### src/rtl/xbus_req_pkg.sv
package xbus_req_pkg;

    typedef enum logic [1:0] {
        ST_UNREG = 2'd0,
        ST_WAIT  = 2'd1,
        ST_CYCLE = 2'd2
    } req_state_e;

    typedef struct packed {
        logic ack;
        logic err;
        logic chain;
        logic last;
    } term_t;

    function automatic int unsigned cnt_width(input int unsigned limit);
        return (limit < 2) ? 1 : $clog2(limit);
    endfunction

endpackage

### src/rtl/xbus_req_pulse.sv
module xbus_req_pulse (
    input  logic clk,
    input  logic rst,
    input  logic fire,
    output logic ready,
    output logic pulse_n
);
    logic active_q;

    always_ff @(posedge clk) begin
        if (rst) begin
            active_q <= 1'b0;
        end else begin
            active_q <= fire && !active_q;
        end
    end

    assign ready   = !active_q;
    assign pulse_n = !active_q;
endmodule

### src/rtl/xbus_req_retry.sv
module xbus_req_retry #(
    parameter int unsigned MAX_RETRY = 1
) (
    input  logic clk,
    input  logic rst,
    input  logic err_in,
    input  logic clear,
    output logic pending,
    output logic give_up,
    output logic flag
);
    localparam int unsigned CW = xbus_req_pkg::cnt_width(MAX_RETRY + 1);

    logic [CW-1:0] tries_q;
    logic          flag_q;

    assign pending = (tries_q != '0);
    assign give_up = err_in && (tries_q == CW'(MAX_RETRY));
    assign flag    = flag_q;

    always_ff @(posedge clk) begin
        if (rst) begin
            tries_q <= '0;
            flag_q  <= 1'b0;
        end else if (give_up) begin
            tries_q <= '0;
            flag_q  <= 1'b1;
        end else if (clear) begin
            tries_q <= '0;
        end else if (err_in) begin
            tries_q <= tries_q + 1'b1;
        end
    end
endmodule

### src/rtl/xbus_req_xfer.sv
module xbus_req_xfer #(
    parameter int unsigned MAX_XFERS = 4
) (
    input  logic clk,
    input  logic rst,
    input  logic in_cycle,
    input  logic ack,
    input  logic chain,
    output logic keep
);
    localparam int unsigned CW = xbus_req_pkg::cnt_width(MAX_XFERS);

    logic [CW-1:0] done_q;

    assign keep = chain && (done_q < CW'(MAX_XFERS - 1));

    always_ff @(posedge clk) begin
        if (rst || !in_cycle) begin
            done_q <= '0;
        end else if (ack && keep) begin
            done_q <= done_q + 1'b1;
        end
    end
endmodule

### src/rtl/xbus_master_req.sv
module xbus_master_req #(
    parameter int unsigned MAX_XFERS = 4,
    parameter int unsigned MAX_RETRY = 1
) (
    input  logic clk,
    input  logic rst,
    input  logic work_pending,
    input  logic last_xfer,
    input  logic xfer_ack,
    input  logic more_xfers,
    input  logic slave_multi,
    input  logic bus_err,
    input  logic grant_n,
    input  logic reg_lost,
    output logic req_n,
    output logic strobe_n,
    output logic err_flag
);
    import xbus_req_pkg::*;

    req_state_e state_q, state_d;
    term_t      term;
    logic       fire, pulse_ready, in_cycle;
    logic       keep, cycle_end, lost_now;
    logic       retry_pend, give_up;

    assign in_cycle   = (state_q == ST_CYCLE);
    assign term.err   = in_cycle && bus_err;
    assign term.ack   = in_cycle && xfer_ack && !bus_err;
    assign term.chain = more_xfers && slave_multi;
    assign term.last  = last_xfer;
    assign cycle_end  = term.ack && !keep;
    assign lost_now   = reg_lost && (state_q != ST_UNREG);

    xbus_req_pulse u_pulse (
        .clk     (clk),
        .rst     (rst),
        .fire    (fire),
        .ready   (pulse_ready),
        .pulse_n (req_n)
    );

    xbus_req_xfer #(.MAX_XFERS(MAX_XFERS)) u_xfer (
        .clk      (clk),
        .rst      (rst),
        .in_cycle (in_cycle),
        .ack      (term.ack),
        .chain    (term.chain),
        .keep     (keep)
    );

    xbus_req_retry #(.MAX_RETRY(MAX_RETRY)) u_retry (
        .clk     (clk),
        .rst     (rst),
        .err_in  (term.err),
        .clear   (cycle_end || lost_now),
        .pending (retry_pend),
        .give_up (give_up),
        .flag    (err_flag)
    );

    always_comb begin
        state_d = state_q;
        fire    = 1'b0;
        if (lost_now) begin
            state_d = ST_UNREG;
        end else begin
            unique case (state_q)
                ST_UNREG: begin
                    if (work_pending && pulse_ready) begin
                        fire    = 1'b1;
                        state_d = ST_WAIT;
                    end
                end
                ST_WAIT: begin
                    if (!grant_n && pulse_ready) begin
                        if (work_pending || retry_pend) begin
                            state_d = ST_CYCLE;
                        end else begin
                            fire    = 1'b1;
                            state_d = ST_UNREG;
                        end
                    end
                end
                ST_CYCLE: begin
                    if ((term.err && give_up) || cycle_end) begin
                        if (term.last && pulse_ready) begin
                            fire    = 1'b1;
                            state_d = ST_UNREG;
                        end else begin
                            state_d = ST_WAIT;
                        end
                    end else if (term.err) begin
                        state_d = ST_WAIT;
                    end
                end
                default: state_d = ST_UNREG;
            endcase
        end
    end

    always_ff @(posedge clk) begin
        if (rst) begin
            state_q <= ST_UNREG;
        end else begin
            state_q <= state_d;
        end
    end

    assign strobe_n = !in_cycle;
endmodule

### config.mk
export PLATFORM = sky130hd
export DESIGN_NAME = xbus_master_req
export DESIGN_NICKNAME = d
export VERILOG_FILES = /design/src/rtl/xbus_req_pkg.sv /design/src/rtl/xbus_req_pulse.sv /design/src/rtl/xbus_req_retry.sv /design/src/rtl/xbus_req_xfer.sv /design/src/rtl/xbus_master_req.sv
export SDC_FILE = /design/constraint.sdc
export NUM_CORES = 1
export LEC_CHECK = 0
export BUFFER_PORTS_ARGS = -buffer_cell sky130_fd_sc_hd__buf_4
export CAP_MARGIN = 20
export CELL_PAD_IN_SITES_DETAIL_PLACEMENT = 1
export CELL_PAD_IN_SITES_GLOBAL_PLACEMENT = 1
export CORE_AREA = 2 2 39 41
export DETAILED_ROUTE_END_ITERATION = 7
export DIE_AREA = 0 0 41 43
export PLACE_DENSITY = 0.66
export RECOVER_POWER = 50
export SETUP_SLACK_MARGIN = 0.05
export SLEW_MARGIN = 20
export SYNTH_ARGS = -nofsm -noshare
export SYNTH_HDL_FRONTEND = slang
export SYNTH_SLANG_ARGS = --single-unit
### constraint.sdc
create_clock -name clk -period 1.7 [get_ports clk]
set_input_delay 0.17 -clock clk [delete_from_list [all_inputs] [get_ports clk]]
set_output_delay 0.17 -clock clk [all_outputs]
set_load 0.005 [all_outputs]
# --- Yosys cells after proc, flatten, opt, wreduce, memory -nomap -nowiden ---
# Index checks and enable logic that the tools add are counted.
totals:
  ff_bits: 7
  latch_bits: 0
  ram_bits: 0
  rom_bits: 0
  input_bits: 10
  output_inout_bits: 3
  elab_cells: 55
  mem_count: 0
classes:
  addsub: 2
  multipliers: 0
  div: 0
  n_lt_le_gt_ge: 1
  eq_ne: 5
  shifts: 0
  mux: 14
  n_bitwise: 0
  reduce_logical: 28
op_table:
  columns: ["operator", "n"]
  rows:
  - ["logical AND 1 bit", 14]
  - ["two-way mux 2 bit", 5]
  - ["two-way mux 1 bit", 7]
  - ["one-hot mux 2 bit (3 select lines)", 1]
  - ["zero test 1 bit", 5]
  - ["logical OR 1 bit", 4]
  - ["!= test 2 bit, second input constant", 2]
  - ["!= test 3 x 1 -> 1 bit, second input constant", 1]
  - ["one-hot mux 1 bit (3 select lines)", 1]
  - ["AND reduction 3 bit", 1]
  - ["OR reduction 3 bit", 1]
  - ["adder 2 x 1 -> 2 bit, second input constant", 1]
  - ["== test 2 x 1 -> 1 bit, second input constant", 1]
  - ["== test 2 bit, second input constant", 1]
  - ["zero test 2 bit", 1]
  - ["< comparator 2 bit, second input constant", 1]
  - ["nonzero test 2 bit", 1]
  - ["OR reduction 2 bit", 1]
  - ["adder 1 bit, second input constant", 1]

# --- Logic depth before layout (Yosys ltp) ---
logic_depth:
  word_depth: 9
  ltp_mapped: 5
  ltp_nobuf: 5

# --- By module ---
# A second synthesis with hierarchy kept.
unflattened:
  cells_unflattened: 53
  area_unflattened_um2: 486.7
modules_own_cells:
  columns: ["module", "instances", "cells_per_inst", "area_each_um2", "seq_area_each_um2"]
  rows:
  - ["xbus_master_req", 1, 31, 249.0, 40.0]
  - ["xbus_req_xfer", 1, 11, 118.9, 40.0]
  - ["xbus_req_retry", 1, 7, 75.1, 40.0]
  - ["xbus_req_pulse", 1, 4, 43.8, 20.0]

# --- Least setup slack after synthesis ---
# OpenSTA, ideal clock, no wires.
synth_path:
  path_type: "register to register"
  startpoint: "register u_xfer.done_q[0]"
  endpoint: "register u_xfer.done_q[0]"
  setup_time_ns: 0.116
  arrival_ns: 1.072
  required_ns: 1.584
  slack_ns: 0.512
  stages_incl_launch_ff: 6
  path_buffers: 0
  synth_period_minus_slack_ns: 1.188
  cell_sequence: "dfxtp_1 > ha_1 > and4bb_1 > nand2_2 > xor2_1 > nor3_2"
synth_between:
  elab_chain_cells: 3
  elab_cells_between_ends: 4
  cone_classes: "1 x add/sub; 1 x order compare; 2 x reduce/logical"
synth_rtl:
  columns: ["item", "line_no", "text"]
  rows:
  - ["start: declaration", "xbus_req_xfer.sv:13", "logic [CW-1:0] done_q;"]
  - ["start signal: assignment", "xbus_req_xfer.sv:21", "done_q <= done_q + 1'b1;"]
  - ["< comparator 2 bit", "xbus_req_xfer.sv:15", "assign keep = chain && (done_q < CW'(MAX_XFERS - 1));"]
  - ["logical AND 1 bit", "xbus_req_xfer.sv:15", null]
  - ["logical AND 1 bit", "xbus_req_xfer.sv:20", "end else if (ack && keep) begin"]
# Parallel ways exist; a longest one is shown, timed or not.
# A chain may end at the register's enable or synchronous reset.

# --- Worst setup path after layout ---
layout_path:
  startpoint: "register state_q[0]"
  endpoint: "output strobe_n"
layout_between:
  elab_chain_cells: 2
layout_rtl:
  columns: ["item", "line_no", "text"]
  rows:
  - ["start: declaration", "xbus_master_req.sv:21", "req_state_e state_q, state_d;"]
  - ["start signal: assignment", "xbus_master_req.sv:106", "state_q <= state_d;"]
  - ["== test 2 bit", "xbus_master_req.sv:27", "assign in_cycle = (state_q == ST_CYCLE);"]
  - ["zero test 1 bit", "xbus_master_req.sv:110", "assign strobe_n = !in_cycle;"]
  - ["end: declaration", "xbus_master_req.sv:16", "output logic strobe_n,"]
# No other way between the ends.

==> Implementation_results.wiki <==
{| class="wikitable"
! Metric !! Value
|-
| Via count of the first global-routing pass || 378
|-
| Proportion of netlist area held by the largest area contributor || 36.5%
|-
| Number of buffers inserted for hold repair after clock tree synthesis || 0
|-
| Gr usage total || 13.0%
|-
| Number of buffers added for setup after CTS || 0
|-
| H-tree depth || 1
|-
| Average detailed-routed wire length per instance || 11.8 um
|-
| Flip-flop and latch count after synthesis || 7
|-
| Cell area after technology mapping || 384 um^2
|-
| Worst-path clk slew || 0.05 ns
|-
| Buffers on Ports || 12
|-
| Buffer cell driving the clock tree root || sky130_fd_sc_hd__clkbuf_4
|-
| Final nets || 71
|-
| Area of all placed cells without fillers || 509 um^2
|-
| Maximum frequency from static timing analysis || 721 MHz
|-
| Power density over the cells || 759 nW/um^2
|-
| Ys flop type || sky130_fd_sc_hd__dfxtp_1
|-
| Most area-hungry cell type in the Yosys netlist || sky130_fd_sc_hd__dfxtp_1
|-
| Total nets after synthesis || 54
|-
| Yosys warns || 0
|-
| Final HPWL from detailed placement || 717 um
|-
| Leakage power summed over all cells || 0.000209 uW
|-
| Type of element launching the critical path || register
|-
| Fraction of synthesis flops using an asynchronous set or reset pin || 0%
|-
| Worst hold margin || 0.108 ns
|-
| Final clock period utilization by the worst path || 81.6%
|-
| Row cnt || 14
|-
| Initial core utilization || 27.8%
|-
| Average instance area after synthesis || 8.93 um^2
|-
| Count of flip-flops with a built-in enable after synthesis || 0
|-
| Cells after synthesis || 43
|-
| Final Hold Fails || 0
|-
| Count of cells resized by post-cts repair || 0
|-
| Initial detailed-routing violation count || 2
|-
| Antenna violations before repair || 0
|-
| Maximum capacitance violations || 0
|-
| Ratio of cells with drive above 1 in the final layout || 28.8%
|-
| Drc violations || 0
|-
| Total Neg Setup Slack || 0 ns
|-
| Sequential-to-total area share from yosys stat || 36.5%
|-
| Vias || 381
|-
| Gp weighted congestion || 0.711
|-
| Clock tree from TritonCTS || done
|-
| Max Fanout on Critical Path || 6
|-
| Number of max-slew violations in the final report || 0
|-
| Peak supply drop || 286 uV
|-
| Number of buffers added by the clock tree synthesis step || 3
|-
| Count leader, synth || sky130_fd_sc_hd__dfxtp_1
|-
| I/O Pins || 13
|-
| Layout Utilization || 36.8%
|-
| Number of distinct standard cells referenced by the synthesized netlist || 23
|-
| Grt total ovfl || 0
|-
| Max Buffers Root-to-Sink || 2
|-
| Required time worst endpoint || 1.53 ns
|-
| Result of the run || completed
|-
| Num Clock Sinks || 7
|-
| Final cell count without fillers || 75
|-
| Top cells by count, synth || sky130_fd_sc_hd__dfxtp_1 (7), sky130_fd_sc_hd__a21oi_1 (4), sky130_fd_sc_hd__nor2_1 (4), sky130_fd_sc_hd__o21ai_0 (4), sky130_fd_sc_hd__nor3_2 (3)
|-
| # diodes || 0
|-
| Post-route antenna net violation count || 0
|-
| Kind of end point of the critical path || primary output
|-
| Routed Wire Length || 887 um
|-
| Global-route wire length before repair || 1.56 mm
|-
| Worst clock skew || 0.00588 ns
|-
| Clock insertion delay at the later pin of the skew report || 0.25 ns
|-
| Height of the die || 43 um
|-
| Placed cell areas || 494 um^2
|-
| Die boundary width || 41 um
|-
| CORE AREA || 1380 um^2
|-
| Synth-to-layout area growth || 32.6%
|-
| Post-layout minimum cycle time || 1.39 ns
|-
| Worst endpoint data arrival time || 1.22 ns
|-
| RSZ-0062 raised after global routing || false
|-
| Die area || 1760 um^2
|-
| TritonRoute pass-1 iters || 4
|-
| Worst min-delay path class || input pin to register
|-
| Number of vias per cell after detailed routing || 5.08
|-
| Max-slew headroom at the worst pin || 85.8%
|-
| Kind of critical path || register to primary output
|-
| Largest net degree at the start of global routing || 7
|-
| Main area contributors after synthesis || sky130_fd_sc_hd__dfxtp_1 (36%), sky130_fd_sc_hd__nor3_2 (7.8%), sky130_fd_sc_hd__a21oi_1 (5.2%), sky130_fd_sc_hd__mux2i_1 (5.2%), sky130_fd_sc_hd__o21ai_0 (5.2%)
|-
| Least-Margin Pin Slew || 0.211 ns
|-
| Number of placed instances, taps included || 71
|-
| Count of final setup violators || 0
|}
## sequential cells by signal, summed over array words and instances (netlist names)
register          cells
state_q               2
u_pulse.active_q      1
u_retry.flag          1
u_retry.pending       1
u_xfer.done_q         2
## metrics by stage
stage               total power (uW)  setup WS [ns]
floorplan                        211          0.512
global placement                 245          0.457
detailed placement               244          0.434
CTS                              397          0.406
global route                     414          0.236
finish                           386          0.312
## cells by family after synthesis
logic type,share of synthesized area [%]
adders and majority gates,3.26
AOI/OAI and AO/OA,16.3
muxes,8.14
DFF,36.5
xor gates and xnor gates,2.28
buffers and inverters,1.95
and+or+nand+nor,31.6
## critical path: stages, from the launching register on
cell	delay [ns]
sky130_fd_sc_hd__dfxtp_1	0.41
sky130_fd_sc_hd__and2b_1	0.25
sky130_fd_sc_hd__inv_1	0.17
sky130_fd_sc_hd__buf_4	0.14
## layout by cell type, fill, tap and decap left out, types with 2 or more instances in the layout
cell                       instances
sky130_fd_sc_hd__mux2i_1           2
sky130_fd_sc_hd__buf_4            10
sky130_fd_sc_hd__nand2_1           2
sky130_fd_sc_hd__nor3_1            3
sky130_fd_sc_hd__o21ai_0           4
sky130_fd_sc_hd__a21oi_1           4
sky130_fd_sc_hd__dfxtp_1           7
sky130_fd_sc_hd__nor2_1            4
sky130_fd_sc_hd__clkbuf_4          4
sky130_fd_sc_hd__inv_1             2
sky130_fd_sc_hd__nor3_2            2
sky130_fd_sc_hd__clkbuf_1          2
## power breakdown
part	total, uW	switching (uW)	internal [uW]
clock	150	60.9	89.6
sequential	178	7.74	170
combinational	57.8	25.7	32.2
## layer usage
| metal | vias up | share of wire, % | global-route usage (%) |
|---|---|---|---|
| met5 | - | 0 | 0 |
| met3 | 4 | 5.9 | 3.14 |
| met1 | 177 | 43 | 15.8 |
| met4 | 0 | 2.6 | 10.0 |
| met2 | 10 | 49 | 18.4 |
| li1 | 190 | - | - |
## worst paths after layout
path | from | end | slack [ns] | depth (start not counted)
max reg2reg | state_q[0] | state_q[0] | 0.42 | 5
min reg2reg | u_retry.flag | u_retry.flag | 0.49 | 2
max | state_q[0] | strobe_n | 0.31 | 3
min | rst | u_xfer.done_q[0] | 0.11 | 2
## cell type report
type	instances	area, um^2
multi-input combinational	34	229
sequential	7	140
clock buffer	4	26.3
fill	168	875
inverter	2	7.51
timing repair buffer	12	86.3
tap	16	20.0
No activity file was read; power rests on OpenSTA's default activity.
